`src/rtl/alu8_pkg.sv`:
```
package alu8_pkg;

    localparam int OPW = 5;

    typedef enum logic [OPW-1:0] {
        OP_ADD  = 5'd0,
        OP_ADDC = 5'd1,
        OP_SUB  = 5'd2,
        OP_SUBB = 5'd3,
        OP_INC  = 5'd4,
        OP_DEC  = 5'd5,
        OP_AND  = 5'd6,
        OP_IOR  = 5'd7,
        OP_XOR  = 5'd8,
        OP_COM  = 5'd9,
        OP_MOV  = 5'd10,
        OP_CLR  = 5'd11,
        OP_LSL  = 5'd12,
        OP_LSR  = 5'd13,
        OP_ASR  = 5'd14,
        OP_RLC  = 5'd15,
        OP_RRC  = 5'd16,
        OP_SWAP = 5'd17,
        OP_BSET = 5'd18,
        OP_BCLR = 5'd19
    } alu_op_e;

    typedef struct packed {
        logic z;
        logic dc;
        logic c;
    } flags_t;

endpackage

```
`src/rtl/alu8_adder.sv`:
```
module alu8_adder #(
    parameter int DW = 8
) (
    input  logic [DW-1:0] a_i,
    input  logic [DW-1:0] b_i,
    input  logic          cin_i,
    output logic [DW-1:0] sum_o,
    output logic          half_co_o,
    output logic          co_o
);
    localparam int HALF = DW / 2;
    localparam int HB   = DW - HALF;

    logic [HALF:0] lo_sum;
    logic [HB:0]   hi_sum;

    // Split at the nibble boundary so the half carry falls out directly.
    always_comb begin
        lo_sum    = {1'b0, a_i[HALF-1:0]} + {1'b0, b_i[HALF-1:0]} + {{HALF{1'b0}}, cin_i};
        hi_sum    = {1'b0, a_i[DW-1:HALF]} + {1'b0, b_i[DW-1:HALF]} + {{HB{1'b0}}, lo_sum[HALF]};
        sum_o     = {hi_sum[HB-1:0], lo_sum[HALF-1:0]};
        half_co_o = lo_sum[HALF];
        co_o      = hi_sum[HB];
    end
endmodule

```
`src/rtl/alu8_bitops.sv`:
```
module alu8_bitops
    import alu8_pkg::*;
#(
    parameter int DW   = 8,
    parameter int IDXW = $clog2(DW)
) (
    input  alu_op_e         op_i,
    input  logic [DW-1:0]   w_i,
    input  logic [DW-1:0]   opnd_i,
    input  logic            cin_i,
    input  logic [IDXW-1:0] idx_i,
    output logic [DW-1:0]   res_o,
    output logic            sout_o
);
    localparam int HALF = DW / 2;

    logic [DW-1:0] mask;

    always_comb begin
        mask   = {{(DW-1){1'b0}}, 1'b1} << idx_i;
        res_o  = opnd_i;
        sout_o = 1'b0;
        case (op_i)
            OP_AND:  res_o = w_i & opnd_i;
            OP_IOR:  res_o = w_i | opnd_i;
            OP_XOR:  res_o = w_i ^ opnd_i;
            OP_COM:  res_o = ~opnd_i;
            OP_MOV:  res_o = opnd_i;
            OP_CLR:  res_o = '0;
            OP_LSL: begin
                res_o  = {opnd_i[DW-2:0], 1'b0};
                sout_o = opnd_i[DW-1];
            end
            OP_LSR: begin
                res_o  = {1'b0, opnd_i[DW-1:1]};
                sout_o = opnd_i[0];
            end
            OP_ASR: begin
                res_o  = {opnd_i[DW-1], opnd_i[DW-1:1]};
                sout_o = opnd_i[0];
            end
            OP_RLC: begin
                res_o  = {opnd_i[DW-2:0], cin_i};
                sout_o = opnd_i[DW-1];
            end
            OP_RRC: begin
                res_o  = {cin_i, opnd_i[DW-1:1]};
                sout_o = opnd_i[0];
            end
            OP_SWAP: res_o = {opnd_i[HALF-1:0], opnd_i[DW-1:HALF]};
            OP_BSET: res_o = opnd_i | mask;
            OP_BCLR: res_o = opnd_i & ~mask;
            default: res_o = opnd_i;
        endcase
    end
endmodule

```
`src/rtl/alu8_flagsel.sv`:
```
module alu8_flagsel
    import alu8_pkg::*;
(
    input  alu_op_e op_i,
    output flags_t  we_o,
    output logic    arith_o
);
    always_comb begin
        we_o    = '0;
        arith_o = 1'b0;
        case (op_i)
            OP_ADD, OP_ADDC, OP_SUB, OP_SUBB: begin
                we_o    = '{z: 1'b1, dc: 1'b1, c: 1'b1};
                arith_o = 1'b1;
            end
            OP_INC, OP_DEC: begin
                we_o.z  = 1'b1;
                arith_o = 1'b1;
            end
            OP_AND, OP_IOR, OP_XOR, OP_COM, OP_MOV, OP_CLR:
                we_o.z = 1'b1;
            OP_LSL, OP_LSR, OP_ASR: begin
                we_o.z = 1'b1;
                we_o.c = 1'b1;
            end
            OP_RLC, OP_RRC:
                we_o.c = 1'b1;
            default: we_o = '0;
        endcase
    end
endmodule

```
`src/rtl/alu8_flags.sv`:
```
module alu8_flags
    import alu8_pkg::*;
#(
    parameter int DW   = 8,
    parameter int IDXW = $clog2(DW)
) (
    input  logic            clk_i,
    input  logic            rst_ni,
    input  logic            exec_i,
    input  logic [OPW-1:0]  op_i,
    input  logic [DW-1:0]   wreg_i,
    input  logic [DW-1:0]   file_i,
    input  logic [DW-1:0]   lit_i,
    input  logic            lit_sel_i,
    input  logic [IDXW-1:0] bit_idx_i,
    output logic [DW-1:0]   res_o,
    output logic            z_nx_o,
    output logic            dc_nx_o,
    output logic            c_nx_o,
    output logic            z_we_o,
    output logic            dc_we_o,
    output logic            c_we_o,
    output logic            z_o,
    output logic            dc_o,
    output logic            c_o
);
    alu_op_e       op;
    logic [DW-1:0] opnd;
    logic [DW-1:0] add_a, add_b, add_sum, bit_res;
    logic          add_cin, add_hco, add_co, bit_sout, is_arith;
    flags_t        we, nx, flg_d, flg_q;

    assign op   = alu_op_e'(op_i);
    assign opnd = lit_sel_i ? lit_i : file_i;

    // Adder input steering; subtraction is complement-and-add.
    always_comb begin
        add_a   = wreg_i;
        add_b   = opnd;
        add_cin = 1'b0;
        case (op)
            OP_ADDC: add_cin = flg_q.c;
            OP_SUB: begin
                add_a = opnd; add_b = ~wreg_i; add_cin = 1'b1;
            end
            OP_SUBB: begin
                add_a = opnd; add_b = ~wreg_i; add_cin = flg_q.c;
            end
            OP_INC: begin
                add_a = opnd; add_b = '0; add_cin = 1'b1;
            end
            OP_DEC: begin
                add_a = opnd; add_b = '1; add_cin = 1'b0;
            end
            default: ;
        endcase
    end

    alu8_adder #(.DW(DW)) u_add (
        .a_i(add_a), .b_i(add_b), .cin_i(add_cin),
        .sum_o(add_sum), .half_co_o(add_hco), .co_o(add_co)
    );

    alu8_bitops #(.DW(DW), .IDXW(IDXW)) u_bit (
        .op_i(op), .w_i(wreg_i), .opnd_i(opnd), .cin_i(flg_q.c),
        .idx_i(bit_idx_i), .res_o(bit_res), .sout_o(bit_sout)
    );

    alu8_flagsel u_sel (
        .op_i(op), .we_o(we), .arith_o(is_arith)
    );

    always_comb begin
        res_o = is_arith ? add_sum : bit_res;
        nx.z  = (res_o == '0);
        nx.dc = add_hco;
        nx.c  = is_arith ? add_co : bit_sout;
    end

    // Next-state process for the stored flags.
    always_comb begin
        flg_d = flg_q;
        if (exec_i) begin
            if (we.z)  flg_d.z  = nx.z;
            if (we.dc) flg_d.dc = nx.dc;
            if (we.c)  flg_d.c  = nx.c;
        end
    end

    always_ff @(posedge clk_i) begin
        if (!rst_ni) flg_q <= '0;
        else         flg_q <= flg_d;
    end

    assign z_nx_o  = nx.z;
    assign dc_nx_o = nx.dc;
    assign c_nx_o  = nx.c;
    assign z_we_o  = we.z;
    assign dc_we_o = we.dc;
    assign c_we_o  = we.c;
    assign z_o     = flg_q.z;
    assign dc_o    = flg_q.dc;
    assign c_o     = flg_q.c;
endmodule

```
`config.mk`:
```
export PLATFORM = sky130hd
export DESIGN_NAME = alu8_flags
export DESIGN_NICKNAME = d
export VERILOG_FILES = /design/src/rtl/alu8_pkg.sv /design/src/rtl/alu8_adder.sv /design/src/rtl/alu8_bitops.sv /design/src/rtl/alu8_flagsel.sv /design/src/rtl/alu8_flags.sv
export SDC_FILE = /design/constraint.sdc
export NUM_CORES = 1
export LEC_CHECK = 0
export ABC_CLOCK_PERIOD_IN_PS = 6800
export BUFFER_PORTS_ARGS = -buffer_cell sky130_fd_sc_hd__buf_4
export CORE_UTILIZATION = 61
export DETAILED_ROUTE_END_ITERATION = 16
export PLACE_DENSITY = 0.89
export SYNTH_ARGS = -nofsm -noshare
export SYNTH_HDL_FRONTEND = slang
export SYNTH_HIERARCHICAL = 1
export SYNTH_SLANG_ARGS = --single-unit
```
`constraint.sdc`:
```
create_clock -name clk_i -period 6.8 [get_ports clk_i]
set_input_delay 0.68 -clock clk_i [delete_from_list [all_inputs] [get_ports clk_i]]
set_output_delay 0.68 -clock clk_i [all_outputs]
set_load 0.05 [all_outputs]
```
==> impl_metrics.env, run 1 <==
export IMPL_status="completed"
export IMPL_num_antenna_cells=0
export IMPL_first_iter_violations=271
export IMPL_path_class="in2out"
export IMPL_drc_errors=0
export IMPL_synth_fa_ha_area_share_pct=6.681
export IMPL_ys_top_cells_by_area="mux2_2 11%, nor2_1 5.0%, a21oi_1 4.3%"
export IMPL_dp_hpwl_um=5463
export IMPL_fp_dieH_um=63.70
export IMPL_synth_compound_area_share_pct=34.81
export IMPL_cap_violations=0
export IMPL_final_nets=406
export IMPL_setup_worst_path_end_class="output pin"
export IMPL_vias_per_cell=6.865
export IMPL_ys_warn_count=6
export IMPL_synth_cell_type_count=70
export IMPL_finalClockSkew_ps=2.030
export IMPL_ys_ff_latch=3
export IMPL_max_freq_mhz=176.1
export IMPL_ctsHoldBuffers=0
export IMPL_wirelength_um=7651
export IMPL_clk_latency_ps=210
export IMPL_cts_tree="built"
export IMPL_cp_arrival_ps=5000
export IMPL_grt_setup_unrepaired="no"
export IMPL_cp_data_required_time_ps=6120
export IMPL_ant_nets=0
export IMPL_synth_simple_area_share_pct=31.79
export IMPL_syn_area_per_cell_sq_um=7.123
export IMPL_grt_max_degree=46
export IMPL_track_usage_pct=38.75
export IMPL_slew_headroom_pct=44.37
export IMPL_final_area_sq_um=2695
export IMPL_drv_slew=0
export IMPL_p_switching_w=0.0001785
export IMPL_crit_start="op_i[2]"
export IMPL_syn_num_nets=372
export IMPL_power_total_w=0.0003357
export IMPL_cts_setup_buffers=0
export IMPL_core_area_sq_um=3661
export IMPL_first_global_vias=2537
export IMPL_hold_viol=0
export IMPL_hp_class="reg2reg"
export IMPL_synth_top_family_by_area="compound AO/OA/AOI/OAI gates"
export IMPL_synthTopCellsByCount="31 x nor2_1, 23 x mux2_2, 21 x nand2_1"
export IMPL_synthFlopType="dfxtp_1"
export IMPL_cts_root_buf="clkbuf_8"
export IMPL_cp_start_kind="input port"
export IMPL_cts_buffers=3
export IMPL_slowest_delay_ps=530
export IMPL_initial_core_util_pct=63.43
export IMPL_clk_pin_slew_ps=30
export IMPL_rows=22
export IMPL_synth_most_common_cell="nor2_1"
export IMPL_ys_async_sr_fraction_pct=0
export IMPL_setup_viol=0
export IMPL_first_pass_iters=5
export IMPL_synthCells=326
export IMPL_pwr_share_comb_pct=79.3
export IMPL_cts_resized=0
export IMPL_pwr_share_seq_pct=5.8
export IMPL_crit_chain="buf_4 -> xor2_1 -> nand2_1 -> mux2_1 -> inv_1 -> fa_1 -> inv_1 -> fa_1 -> a21o_2 -> a21o_1 -> fa_1 -> a21o_1 -> a21oi_1 -> xnor2_1 -> or4b_1 -> o22a_1 -> nor2_1 -> buf_4"
export IMPL_synth_top_cell_area_share_pct=11.15
export IMPL_clkSinkCount=3
export IMPL_grt_remaining_overflow=0
export IMPL_fillCellCount=312
export IMPL_min_from="dc_o"
export IMPL_grt_pass1_wl_um=12490
export IMPL_finalCritPeriodShare_pct=83.52
export IMPL_io_pins=53
export IMPL_ys_seq_area_share_pct=2.586
export IMPL_r2r_start="c_o"
export IMPL_place_ws_ps=1182
export IMPL_timing_final_ws_setup_ps=1121
export IMPL_finalCriticalPeriod_ps=5679
export IMPL_wl_per_cell_um=18.80
export IMPL_placed_area_sq_um=2650
export IMPL_area_growth_pct=16.06
export IMPL_fp_dieArea_sq_um=4058
export IMPL_power_leakage_nw=1.088
export IMPL_vias=2794
export IMPL_cpMostUsedCell="fa_1"
export IMPL_ir_drop_mv=0.1372
export IMPL_synth_xor_xnor_area_share_pct=2.640
export IMPL_synth_mux_area_share_pct=12.98
export IMPL_syn_cell_area_sq_um=2322
export IMPL_synth_edff_count=0
export IMPL_tightest_slew_ps=825.7
export IMPL_gp_congestion=0.9564
export IMPL_crit_path_top_delay_cell="or4b_1"
export IMPL_io_buffers=52
export IMPL_h_tree_depth=1
export IMPL_die_x_um=63.70
export IMPL_clkPwrFrac_pct=14.9
export IMPL_power_density_nw_per_um2=124.6
export IMPL_yosys_area_top_type="mux2_2"
export IMPL_swShare_pct=53.17
export IMPL_antenna_found_initial=0
export IMPL_p_int_w=0.0001572
export IMPL_drive_gt1_share_pct=27.58
export IMPL_path_max_fanout=44
export IMPL_finalSetupTns_ps=0
export IMPL_cts_buffer_depth=2
## critical path, delay by kind of cell
family	cells	cell delay [ps]
adder cells (fa/ha/maj)	3	950
buffers and inverters	4	740
AND/OR/NAND/NOR	3	880
XOR/XNOR	2	310
multiplexers	1	390
AO/OA/AOI/OAI	5	1020
## final cells by class
class	count	area [sq um]	share of cell area [%]
multi-input cells	281	2064	76.60
repair buffers	53	397.9	14.76
well taps	48	60.06	2.228
clock buffers	4	45.04	1.671
inverters	18	67.56	2.507
flip-flops and latches	3	60.06	2.228
## metal layers
metal	up-vias	wire length [um]	track usage [%]
met2	213	3588	62.63
met3	23	833	6.522
met1	1237	3045	50.65
met4	0	184	15.06
li1	1321	-	-
met5	-	0	0
## path summary, 6_finish.rpt
path / endpoint / slack [ps] / cells after the start
worst max-delay path: z_nx_o / 1120 / 18
worst min-delay path: dc_o / 480 / 2
worst max register to register: z_o / 2970 / 16
worst min register to register: dc_o / 480 / 2
## per-stage QoR
| step | hold slack, ps | util, % | std cells |
|---|---|---|---|
| 5_1_grt | 508.4 | 73.62 | 407 |
| 2_1_floorplan | 673.9 | - | 326 |
| 3_5_place_dp | 468.8 | 72.39 | 403 |
| 4_1_cts | 485.7 | 73.62 | 407 |
| 3_3_place_gp | 458.9 | 72.39 | 403 |
| 6_report | 477.0 | 73.62 | 407 |
## cell usage in the layout (no fill, tap or decap), types with 6 or more instances in the layout
cell type,instances
a21oi_1,20
nor2_1,31
or4bb_1,8
o21ai_0,14
nand3_1,8
nor4_1,6
mux2_2,23
buf_4,53
a22oi_1,6
a31oi_1,8
nand2_1,21
o211ai_1,11
o211ai_2,8
inv_1,16
nor3_1,13
ha_1,6
nand2b_1,8
## flip-flops by register name, indices dropped and copies added, names as in the netlist
register  count
z_o           1
c_o           1
dc_o          1
## cells by family after synthesis
family	count (synthesis)
adder cells (fa/ha/maj)	10
AND/OR/NAND/NOR	129
multiplexers	27
flip-flops	3
XOR/XNOR	7
AO/OA/AOI/OAI	108
buffers and inverters	42
## power by group through the flow
stage	registers (W)	clock network (W)	logic (W)
finish	0.0000194	0.0000500	0.000266
global route	0.0000195	0.0000531	0.000283
detailed placement	0.0000195	0	0.000260
CTS	0.0000193	0.0000512	0.000262
floorplan	0.0000210	0	0.000186
global placement	0.0000195	0	0.000256
(Power assumes the default switching activity.)
==> run 2: changes to the inputs <==
--- a/config.mk
+++ b/config.mk
@@ -5,11 +5,11 @@
 export SDC_FILE = /design/constraint.sdc
 export NUM_CORES = 1
 export LEC_CHECK = 0
-export ABC_CLOCK_PERIOD_IN_PS = 6800
+export ABC_CLOCK_PERIOD_IN_PS = 5200
 export BUFFER_PORTS_ARGS = -buffer_cell sky130_fd_sc_hd__buf_4
-export CORE_UTILIZATION = 61
+export CORE_UTILIZATION = 51
 export DETAILED_ROUTE_END_ITERATION = 16
-export PLACE_DENSITY = 0.89
+export PLACE_DENSITY = 0.79
 export SYNTH_ARGS = -nofsm -noshare
 export SYNTH_HDL_FRONTEND = slang
 export SYNTH_HIERARCHICAL = 1
==> constraint.sdc (replaced) <==
create_clock -name clk_i -period 5.2 [get_ports clk_i]
set_input_delay 0.52 -clock clk_i [delete_from_list [all_inputs] [get_ports clk_i]]
set_output_delay 0.52 -clock clk_i [all_outputs]
set_load 0.05 [all_outputs]
==> impl_metrics.env, run 2 (same netlist as run 1, synthesis figures left out) <==
export IMPL_p_int_w=0.0002100
export IMPL_r2r_end="z_o"
export IMPL_die_x_um=69.48
export IMPL_path_class="in2out"
export IMPL_initial_core_util_pct=53.33
export IMPL_fp_dieH_um=69.48
export IMPL_grt_remaining_overflow=0
export IMPL_first_iter_violations=354
export IMPL_io_buffers=52
export IMPL_setup_viol=0
export IMPL_grt_pass1_wl_um=12450
export IMPL_finalSetupTns_ps=0
export IMPL_drv_slew=0
export IMPL_worstHoldEndpoint="z_o"
export IMPL_track_usage_pct=31.03
export IMPL_vias_per_cell=6.838
export IMPL_finalCritPeriodShare_pct=95.96
export IMPL_first_global_vias=2715
export IMPL_min_from="z_o"
export IMPL_first_pass_iters=6
export IMPL_vias=2865
export IMPL_p_switching_w=0.0002337
export IMPL_power_density_nw_per_um2=159.7
export IMPL_clkPwrFrac_pct=14.8
export IMPL_area_growth_pct=19.67
export IMPL_crit_start="op_i[3]"
export IMPL_drc_errors=0
export IMPL_ir_drop_mv=0.1883
export IMPL_gp_congestion=0.9630
export IMPL_mostFrequentLayoutCell="buf_4"
export IMPL_hold_depth=2
export IMPL_reg2reg_depth=16
export IMPL_rows=24
export IMPL_final_util_pct=63.82
export IMPL_cts_setup_buffers=0
export IMPL_r2r_start="c_o"
export IMPL_pwr_share_comb_pct=79.5
export IMPL_ant_nets=0
export IMPL_cts_buffers=3
export IMPL_clk_pin_slew_ps=30
export IMPL_wirelength_um=7570
export IMPL_tightest_slew_ps=825.1
export IMPL_setup_worst_path_end_class="output pin"
export IMPL_slew_headroom_pct=44.57
export IMPL_wl_per_cell_um=18.07
export IMPL_path_max_fanout=10
export IMPL_pwr_share_seq_pct=5.7
export IMPL_hp_class="reg2reg"
export IMPL_final_cell_mix="59 x buf_4, 30 x nor2_1, 22 x mux2_2"
export IMPL_cp_data_required_time_ps=4680
export IMPL_fp_dieArea_sq_um=4827
export IMPL_fillCellCount=403
export IMPL_drive_gt1_share_pct=29.43
export IMPL_swShare_pct=52.67
export IMPL_cts_resized=0
export IMPL_ctsHoldBuffers=0
export IMPL_cp_arrival_ps=4470
export IMPL_dp_hpwl_um=5785
export IMPL_clk_latency_ps=210
export IMPL_num_antenna_cells=0
export IMPL_cts_buffer_depth=2
export IMPL_finalClockSkew_ps=2.159
export IMPL_r2r_slack_ps=1360
export IMPL_status="completed"
export IMPL_cts_root_buf="clkbuf_8"
export IMPL_final_nets=414
export IMPL_hold_ws_ps=485.4
export IMPL_power_leakage_nw=1.131
export IMPL_finalCriticalPeriod_ps=4990
export IMPL_h_tree_depth=1
export IMPL_cap_violations=0
export IMPL_grt_max_degree=34
export IMPL_max_freq_mhz=200.4
export IMPL_core_area_sq_um=4354
export IMPL_hold_viol=0
export IMPL_grt_setup_unrepaired="no"
export IMPL_cp_start_kind="input port"
export IMPL_io_pins=53
export IMPL_clkSinkCount=3
export IMPL_antenna_found_initial=0
export IMPL_cts_tree="built"
[run 2: cell types whose count changed in the layout (fill, tap and decap cells not counted), sizes merged]
cell,before,now
buf,53,61
[run 2: cell type report]
| class | instances | area, sq um | area share, % |
|---|---|---|---|
| Clock buffer | 4 | 45.04 | 1.621 |
| Inverter | 18 | 67.56 | 2.431 |
| Multi-Input combinational cell | 281 | 2076 | 74.70 |
| Sequential cell | 3 | 60.06 | 2.161 |
| Tap cell | 52 | 65.06 | 2.341 |
| Timing Repair Buffer | 61 | 465.4 | 16.75 |
[run 2: worst max-delay path by stage]
stage | to | slack (ps) | cells past startpoint
global placement | z_nx_o | 300 | 18
finish | z_nx_o | 210 | 18
detailed placement | z_nx_o | 190 | 18
global route | z_nx_o | 7 | 18
floorplan | z_nx_o | 80 | 18
CTS | z_nx_o | 190 | 18
[run 2: per-layer routing]
layer	global-route usage, %	wire length (um)
met3	3.924	725
met1	41.00	3148
met4	9.297	117
met5	0	0
met2	52.43	3578
[run 2: power by group through the flow]
stage                     registers [W]  logic, W  clock network, W
after global placement        0.0000255  0.000341                 0
after floorplan               0.0000275  0.000244                 0
final                         0.0000252  0.000353         0.0000656
after CTS                     0.0000252  0.000348         0.0000667
after global routing          0.0000253  0.000378         0.0000699
after detailed placement      0.0000255  0.000346                 0
[run 2: metrics by stage]
stage	cell area, sq um	setup slack (ps)	instances	total power [W]
floorplan	2330	80.64	326	0.0002719
global placement	2723	299.3	415	0.0003664
detailed placement	2723	191.9	415	0.0003716
CTS	2768	190.3	419	0.0004394
global route	2779	7.323	419	0.0004731
finish	2779	210.3	419	0.0004438
[run 2: worst max-delay path, stage by stage]
cell and delay (ps):
buf_4 150, or4_1 580, o211ai_2 100, a21oi_1 80, inv_1 70, fa_1 160, inv_1 60, fa_1 410
a21o_2 230, a21o_1 230, fa_1 390, a21o_1 180, a21oi_1 170, xnor2_1 100, or4b_1 520, o22a_1 260
nor2_4 100, buf_6 160
